$ cat src/rtl/fence_sync_pkg.sv
package fence_sync_pkg;

    typedef struct packed {
        logic pending;   // fence accepted, waiting for drain
        logic done;      // completion pulse register
    } fence_state_t;

    localparam fence_state_t FENCE_IDLE = '{pending: 1'b0, done: 1'b0};

endpackage

$ cat src/rtl/fence_rd_counter.sv
module fence_rd_counter #(
    parameter int CNT_W = 6
) (
    input  logic clk,
    input  logic rst,
    input  logic issue_i,
    input  logic ret_i,
    output logic zero_o
);
    localparam logic [CNT_W-1:0] CNT_MAX  = {CNT_W{1'b1}};
    localparam logic [CNT_W-1:0] CNT_ZERO = '0;

    logic [CNT_W-1:0] cnt_d, cnt_q;

    always_comb begin
        cnt_d = cnt_q;
        unique case ({issue_i, ret_i})
            2'b10: if (cnt_q != CNT_MAX)  cnt_d = cnt_q + 1'b1;
            2'b01: if (cnt_q != CNT_ZERO) cnt_d = cnt_q - 1'b1;
            default: cnt_d = cnt_q;   // idle, or issue and return together
        endcase
    end

    always_ff @(posedge clk) begin
        if (rst) cnt_q <= CNT_ZERO;
        else     cnt_q <= cnt_d;
    end

    assign zero_o = (cnt_q == CNT_ZERO);
endmodule

$ cat src/rtl/fence_drain_eval.sv
module fence_drain_eval #(
    parameter int NUM_CMD_FIFOS = 4,
    parameter int NUM_WR_FIFOS  = 2,
    parameter int NUM_TGT       = 2
) (
    input  logic [NUM_CMD_FIFOS-1:0] cmd_empty_i,
    input  logic [NUM_WR_FIFOS-1:0]  wdata_empty_i,
    input  logic [NUM_TGT-1:0]       tgt_zero_i,
    output logic                     queues_idle_o,
    output logic                     drained_o
);
    logic cmd_idle, wr_idle, tgt_idle;

    always_comb begin
        cmd_idle      = &cmd_empty_i;
        wr_idle       = &wdata_empty_i;
        tgt_idle      = &tgt_zero_i;
        queues_idle_o = cmd_idle && wr_idle;
        drained_o     = queues_idle_o && tgt_idle;
    end
endmodule

$ cat src/rtl/fence_sync_ctrl.sv
module fence_sync_ctrl
    import fence_sync_pkg::*;
#(
    parameter int NUM_CMD_FIFOS = 4,
    parameter int NUM_WR_FIFOS  = 2,
    parameter int NUM_TGT       = 2,
    parameter int CNT_W         = 6
) (
    input  logic                     clk,
    input  logic                     rst,
    input  logic                     req_i,
    input  logic                     io_i,
    output logic                     ack_o,
    input  logic [NUM_CMD_FIFOS-1:0] cmd_empty_i,
    input  logic [NUM_WR_FIFOS-1:0]  wdata_empty_i,
    input  logic [NUM_TGT-1:0]       rd_issue_i,
    input  logic [NUM_TGT-1:0]       rd_return_i,
    output logic                     sync_done_o
);
    fence_state_t st_d, st_q;

    logic [NUM_TGT-1:0] tgt_zero;
    logic               cnt_zero_all;
    logic               queues_idle;
    logic               drained;
    logic               fence_accept;

    // one outstanding-read tracker per memory target
    for (genvar t = 0; t < NUM_TGT; t++) begin : g_tgt
        fence_rd_counter #(.CNT_W(CNT_W)) u_cnt (
            .clk     (clk),
            .rst     (rst),
            .issue_i (rd_issue_i[t]),
            .ret_i   (rd_return_i[t]),
            .zero_o  (tgt_zero[t])
        );
    end

    assign cnt_zero_all = &tgt_zero;

    fence_drain_eval #(
        .NUM_CMD_FIFOS (NUM_CMD_FIFOS),
        .NUM_WR_FIFOS  (NUM_WR_FIFOS),
        .NUM_TGT       (NUM_TGT)
    ) u_drain (
        .cmd_empty_i   (cmd_empty_i),
        .wdata_empty_i (wdata_empty_i),
        .tgt_zero_i    (tgt_zero),
        .queues_idle_o (queues_idle),
        .drained_o     (drained)
    );

    always_comb begin
        ack_o        = req_i && !st_q.pending;
        fence_accept = ack_o && io_i;

        st_d      = st_q;
        st_d.done = 1'b0;
        if (st_q.pending && drained) begin
            st_d.pending = 1'b0;
            st_d.done    = 1'b1;
        end
        if (fence_accept) begin
            st_d.pending = 1'b1;
        end
    end

    always_ff @(posedge clk) begin
        if (rst) st_q <= FENCE_IDLE;
        else     st_q <= st_d;
    end

    assign sync_done_o = st_q.done;
endmodule

$ cat config.mk
export PLATFORM = sky130hd
export DESIGN_NAME = fence_sync_ctrl
export DESIGN_NICKNAME = d
export VERILOG_FILES = /design/src/rtl/fence_sync_pkg.sv /design/src/rtl/fence_rd_counter.sv /design/src/rtl/fence_drain_eval.sv /design/src/rtl/fence_sync_ctrl.sv
export SDC_FILE = /design/constraint.sdc
export NUM_CORES = 1
export LEC_CHECK = 0
export ABC_AREA = 0
export BUFFER_PORTS_ARGS = -buffer_cell sky130_fd_sc_hd__buf_2
export CORE_MARGIN = 2
export CORE_UTILIZATION = 49
export DETAILED_ROUTE_END_ITERATION = 12
export PLACE_DENSITY = 0.69
export SYNTH_ARGS = -nofsm -noshare
export SYNTH_HDL_FRONTEND = slang
export SYNTH_SLANG_ARGS = --single-unit
$ cat constraint.sdc
create_clock -name clk -period 3.09 [get_ports clk]
set_input_delay 0.618 -clock clk [delete_from_list [all_inputs] [get_ports clk]]
set_output_delay 0.618 -clock clk [all_outputs]
set_load 0.005 [all_outputs]
==> results of run 1 <==
[worst max-delay path: stages]
cell and delay, ns:
buf_2 0.11, inv_1 0.07, ha_1 0.34, xor2_1 0.12, ha_1 0.20, a21oi_1 0.25
o22ai_1 0.14, a222oi_1 0.43, mux2i_1 0.23, nor3_1 0.06
[kinds of logic (layout without fill, tap and decap cells)]
| logic type | after synthesis | count (layout) | share of synthesized area, % |
|---|---|---|---|
| AOI/OAI and AO/OA | 39 | 39 | 22.14 |
| muxes | 1 | 1 | 0.8239 |
| xor gates and xnor gates | 10 | 10 | 7.210 |
| adders and majority gates | 8 | 8 | 8.239 |
| buffers and inverters | 23 | 27 | 8.444 |
| and+or+nand+nor | 67 | 67 | 30.07 |
| DFF | 14 | 14 | 23.07 |
[synth_stat cells (6+ instances only)]
| master | instances |
|---|---|
| nand2_1 | 9 |
| inv_1 | 6 |
| ha_1 | 8 |
| o21ai_0 | 8 |
| dfxtp_1 | 14 |
| a21oi_1 | 13 |
| nor3_1 | 8 |
| xor2_1 | 9 |
| clkbuf_1 | 12 |
| nor2_1 | 14 |
| nand3_1 | 8 |
[layout make-up]
| class | count | area, µm² |
|---|---|---|
| clock buffers | 4 | 36.28 |
| fillers | 231 | 1119 |
| inverters | 8 | 30.03 |
| multi-input cells | 125 | 832.0 |
| flip-flops and latches | 14 | 280.3 |
| well taps | 30 | 37.54 |
| repair buffers | 15 | 75.07 |
[sequential cells by signal, indices dropped and copies added (netlist names)]
register           flops
g_tgt.u_cnt.cnt_q     12
st_q                   1
sync_done_o            1
[final timing paths]
kind / end / cells after the start
min: sync_done_o / 1
max reg2reg: g_tgt[1].u_cnt.cnt_q[5] / 5
max: g_tgt[1].u_cnt.cnt_q[4] / 10
min reg2reg: sync_done_o / 1
[where the power goes]
part,internal [mW],leakage (nW),switching (mW)
clock network,0.0717,0.0210,0.0635
logic,0.0994,0.392,0.110
registers,0.207,0.115,0.0656
total,0.378,0.529,0.239
[metrics by stage]
stage	area (µm²)	hold slack [ns]	utilization, %
floorplan	1215	0.4672	-
global placement	1255	0.4796	52.08
detailed placement	1255	0.4872	52.08
CTS	1291	0.5027	53.58
global route	1291	0.5201	53.58
finish	1291	0.4996	53.58
[routing by layer]
metal | up-vias | share of wire [%] | track usage (%)
li1 | 593 | - | -
met1 | 551 | 49 | 29.88
met2 | 42 | 45 | 29.88
met3 | 2 | 5.9 | 3.611
met4 | 0 | 0.70 | 7.265
met5 | - | 0 | 0
==> qor.log, run 1 <==
qor: die.core_area 0.002410 mm²
qor: cells_and_area.instances_no_fill 196
qor: detailed_routing.routed-via-count 1,188
qor: timing.layout_setup_ws 0.7009 ns
qor: die.die_h 53.80 µm
qor: grt.first_global_vias 947
qor: timing.grt_setup_unrepaired false
qor: pwr.static-leakage-power 0.5286 nW
qor: worst_setup_path.critical_path_peak_fanout 8
qor: cells_and_area.drive_gt1_share 15.66%
qor: detailed_routing.postRouteAntennaNets 0
qor: pwr.power.density 477.9 mW/mm²
qor: synth.ys.flop_type dfxtp_1
qor: synth.post-synth-top-area-cell dfxtp_1
qor: timing.final-setup-viol-count 0
qor: timing.finalSetupTns 0 ns
qor: die.die_w 53.80 µm
qor: clock_tree.cts-resized-gates 0
qor: timing.maxSlewHeadroom 61.37%
qor: clock_tree.worst_setup_hold_path_clk_slew 0.09 ns
qor: grt.grt_pass1_wl 4340 µm
qor: worst_setup_path.regToRegStartpoint g_tgt[1].u_cnt.cnt_q[2]
qor: synth.synth.cell_area 0.001215 mm²
qor: timing.worst_clock_skew 0.002637 ns
qor: detailed_routing.routed_via_density 6.061
qor: placement.pre_cts_ws 0.4138 ns
qor: cells_and_area.synthToLayoutAreaGrowth 6.282%
qor: pwr.peakVddDrop 0.2783 mV
qor: clock_tree.cts-buffers-inserted 3
qor: cells_and_area.mostFrequentLayoutCells 15 x buf_2, 14 x nor2_1, 14 x dfxtp_1
qor: worst_setup_path.start_kind input pin
qor: synth.synth_edf_count 0
qor: die.ioPinCount 16
qor: clock_tree.insertion_delay 0.28 ns
qor: worst_setup_path.regToRegSetupSlack 0.98 ns
qor: die.initial_core_util 50.42%
qor: run.max-cap-violations 0
qor: clock_tree.cts_root_buf clkbuf_4
qor: synth.ys_seq_elements 14
qor: synth.ys_top_cells_by_area dfxtp_1 23%, ha_1 8.2%, xor2_1 6.5%
qor: worst_setup_path.end_kind flop
qor: worst_setup_path.worst_ep_arrival_time 2.56 ns
qor: worst_setup_path.crit_required 3.26 ns
qor: grt.grt_remaining_overflow 0
qor: clock_tree.cts_setup_buffers 0
qor: synth.postSynthAreaPerCell 7.499 µm²
qor: worst_hold_path.min-delay-start st_q[1]
qor: synth.post_synthesis_sequential_area_ratio 23.07%
qor: timing.finalHoldViolCount 0
qor: detailed_routing.route.detailed.drc 0
qor: clock_tree.numClockSinks 14
qor: synth.synth_cell_type_count 45
qor: outcome.run_status complete, no violations
qor: die.rows 18
qor: timing.fin_crit_sh 77.32%
qor: cells_and_area.antenna_cells 0
qor: cells_and_area.layout.nets 189
qor: die.die_area 0.002894 mm²
qor: timing.maxClockFrequency 418.6 MHz
qor: pwr.power 0.6171 mW
qor: detailed_routing.dr.pass1.iters 4
qor: detailed_routing.detailedRoute.firstIterationViolations 40
qor: placement.numPortBuffers 15
qor: clock_tree.cts_max_level 1
qor: placement.post-place-cells 192
qor: synth.asyncSetResetFlopFracSynth 0%
qor: clock_tree.postCtsHoldBufs 0
qor: timing.layout_min_cycle_time 2.389 ns
qor: detailed_routing.detail_route.wl_per_cell 13.90 µm
qor: timing.final_max_slew_viol_count 0
qor: clock_tree.ctsLongestPathBuffers 2
qor: detailed_routing.drt-total-wl 2725 µm
qor: grt.gr-usage-all-layers 20.49%
qor: timing.slew_of_the_pin_with_the_lowest_slew_margin 0.5756 ns
qor: worst_setup_path.startpoint rd_issue_i[1]
qor: synth.netlist.area_leader.share 23.07%
qor: grt.grt_antenna_before_repair 0
qor: placement.gp_routability_congestion 0.8443
qor: cells_and_area.layout_commonest_cell buf_2
qor: synth.post_synth_inst_count 162
qor: worst_setup_path.crit_type input pin to flop
qor: synth.synthesis.yosys.warnings 0
qor: worst_hold_path.hp-class flop to flop
qor: placement.dp.final_hpwl 1998 µm
qor: clock_tree.cts_tree done
qor: grt.grt_max_degree 15
qor: synth.postSynthNetCount 184
No activity file was read; power rests on OpenSTA's default activity.
==> inputs of run 2 (changes only) <==
--- a/config.mk
+++ b/config.mk
@@ -10,7 +10,7 @@
 export CORE_MARGIN = 2
 export CORE_UTILIZATION = 49
 export DETAILED_ROUTE_END_ITERATION = 12
-export PLACE_DENSITY = 0.69
+export PLACE_DENSITY = 0.72
 export SYNTH_ARGS = -nofsm -noshare
 export SYNTH_HDL_FRONTEND = slang
 export SYNTH_SLANG_ARGS = --single-unit
==> constraint.sdc (replaced) <==
create_clock -name clk -period 2.1 [get_ports clk]
set_input_delay 0.42 -clock clk [delete_from_list [all_inputs] [get_ports clk]]
set_output_delay 0.42 -clock clk [all_outputs]
set_load 0.005 [all_outputs]
==> qor.log, run 2 (synthesis results as in run 1) <==
qor: pwr.power.density 661.7 mW/mm² [+38%]
qor: worst_hold_path.whs_path_depth 3 [+2]
qor: detailed_routing.route.detailed.drc 0 [unchanged]
qor: pwr.power 0.9124 mW [+48%]
qor: pwr.static-leakage-power 0.5873 nW [+11%]
qor: clock_tree.cts_tree done
qor: cells_and_area.layout_commonest_cell buf_2
qor: detailed_routing.detailedRoute.firstIterationViolations 61 [+53%]
qor: worst_hold_path.hp-class input pin to flop
qor: timing.worst_clock_skew 0.001921 ns [-0.0007160 ns]
qor: timing.maxSlewHeadroom 66.70% [+5.3 points]
qor: die.die_w 53.80 µm [unchanged]
qor: die.initial_core_util 50.42% [unchanged]
qor: worst_setup_path.end_kind flop
qor: clock_tree.ctsLongestPathBuffers 2 [unchanged]
qor: timing.layout_min_cycle_time 1.928 ns
qor: die.die_h 53.80 µm [unchanged]
qor: timing.maxClockFrequency 518.6 MHz
qor: placement.gp_routability_congestion 0.8734 [+3.4%]
qor: grt.grt_busiest_layer met2
qor: worst_setup_path.start_kind flop
qor: clock_tree.insertion_delay 0.28 ns [about the same]
qor: detailed_routing.drt-total-wl 2893 µm [+6.2%]
qor: die.rows 18 [unchanged]
qor: cells_and_area.largest_register_ffs 12 [unchanged]
qor: die.ioPinCount 16 [unchanged]
qor: cells_and_area.mostFrequentLayoutCells 15 x buf_2, 14 x nor2_1, 14 x dfxtp_1
qor: cells_and_area.drive_gt1_share 21.91% [+6.2 points]
qor: clock_tree.numClockSinks 14 [unchanged]
qor: grt.first_global_vias 1,130 [+19%]
qor: grt.grt_pass1_wl 4823 µm [+11%]
qor: placement.dp.final_hpwl 2171 µm [+8.7%]
qor: placement.pre_cts_ws -0.03801 ns [-0.4518 ns]
qor: detailed_routing.detail_route.wl_per_cell 13.91 µm [about the same]
qor: cells_and_area.antenna_cells 0 [unchanged]
qor: grt.grt_max_degree 15 [unchanged]
qor: grt.met3_usage 3.889% [+0.28 points]
qor: grt.use_met2 37.20% [+7.3 points]
qor: worst_setup_path.critical_path_peak_fanout 7 [-1]
qor: grt.use_met1 29.88% [unchanged]
qor: detailed_routing.routed_via_density 5.995 [-1.1%]
qor: clock_tree.postCtsHoldBufs 0 [unchanged]
qor: timing.finalHoldViolCount 0 [unchanged]
qor: cells_and_area.instances_no_fill 208 [+6.1%]
qor: timing.slew_of_the_pin_with_the_lowest_slew_margin 0.4962 ns [-0.07933 ns]
qor: worst_setup_path.regToRegSetupSlack 0.17 ns [-0.81 ns]
qor: detailed_routing.routed-via-count 1,247 [+5.0%]
qor: placement.post-place-cells 205 [+6.8%]
qor: clock_tree.worst_setup_hold_path_clk_slew 0.08 ns [about the same]
qor: detailed_routing.dr.pass1.iters 4 [unchanged]
qor: timing.finalSetupTns 0 ns [unchanged]
qor: grt.gr-usage-all-layers 22.58% [+2.1 points]
qor: worst_setup_path.crit_type flop to flop
qor: worst_setup_path.reg2regPathDepth 5 [unchanged]
qor: detailed_routing.postRouteAntennaNets 0 [unchanged]
qor: cells_and_area.regArea 280.3 µm² [unchanged]
qor: pwr.peakVddDrop 0.4297 mV [+54%]
qor: worst_setup_path.worst_ep_arrival_time 2.11 ns [-0.45 ns]
qor: worst_setup_path.crit_required 2.28 ns [-0.98 ns]
qor: die.core_area 0.002410 mm² [unchanged]
qor: grt.grt_remaining_overflow 0 [unchanged]
qor: cells_and_area.multi_input_comb_area 835.8 µm² [+0.45%]
qor: clock_tree.cts-buffers-inserted 3 [unchanged]
qor: timing.fin_crit_sh 91.81%
qor: timing.grt_setup_unrepaired false
qor: timing.layout_setup_ws 0.1719 ns [-0.5290 ns]
qor: grt.grt_antenna_before_repair 0 [unchanged]
qor: timing.final-setup-viol-count 0 [unchanged]
qor: clock_tree.cts_max_level 1 [unchanged]
qor: outcome.run_status complete, no violations
qor: clock_tree.cts_setup_buffers 0 [unchanged]
qor: timing.final.hold.worst_slack 0.3897 ns [-0.1099 ns]
qor: cells_and_area.synthToLayoutAreaGrowth 13.49%
qor: cells_and_area.fillers 246 [+6.5%]
qor: clock_tree.cts_root_buf clkbuf_4
qor: timing.final_max_slew_viol_count 0 [unchanged]
qor: placement.numPortBuffers 15 [unchanged]
qor: die.die_area 0.002894 mm² [unchanged]
qor: cells_and_area.layout.nets 202 [+6.9%]
qor: clock_tree.cts-resized-gates 0 [unchanged]
qor: run.max-cap-violations 0 [unchanged]
qor: cells_and_area.largest-register g_tgt.u_cnt.cnt_q
-- run 2: cell types whose count changed in the layout (fill, tap and decap cells not counted) --
cell	delta
a21oi_1	-1
a21oi_2	+1
buf_4	+13
clkbuf_8	-1
-- run 2: worst max-delay path: stages (launching register included) --
cell and delay, ns:
dfxtp_1 0.33, or4_4 0.54, or4b_4 0.59, nand2_2 0.12, inv_2 0.03, a311oi_1 0.22
-- run 2: stage by stage --
step           utilization [%]  instance area (µm²)
3_5_place_dp             56.28                 1356
5_1_grt                  57.22                 1379
6_report                 57.22                 1379
3_3_place_gp             56.28                 1356
4_1_cts                  57.22                 1379
2_1_floorplan                -                 1221
-- run 2: worst paths after layout --
kind | start | to
setup / recovery | g_tgt[1].u_cnt.cnt_q[1] | g_tgt[1].u_cnt.cnt_q[5]
hold / removal | io_i | st_q[1]
hold reg to reg | st_q[1] | sync_done_o
setup reg to reg | g_tgt[1].u_cnt.cnt_q[1] | g_tgt[1].u_cnt.cnt_q[5]
-- run 2: where the power goes --
group | leakage (nW) | internal, mW | switching, mW
clock network | 0.0138 | 0.0665 | 0.0862
logic | 0.458 | 0.184 | 0.205
registers | 0.115 | 0.304 | 0.0667
-- run 2: layer usage --
| metal | up-vias | wire, µm |
|---|---|---|
| met5 | - | 0 |
| met4 | 0 | 13 |
| met3 | 4 | 165 |
| met2 | 36 | 1377 |
| met1 | 587 | 1337 |
| li1 | 620 | - |
-- run 2: final cells by class --
cell class / count / area share [%]
multi-input combinational: 125 / 60.62
timing repair buffer: 28 / 12.52
sequential: 14 / 20.33
tap: 30 / 2.722
inverter: 8 / 2.178
clock buffer: 3 / 1.633
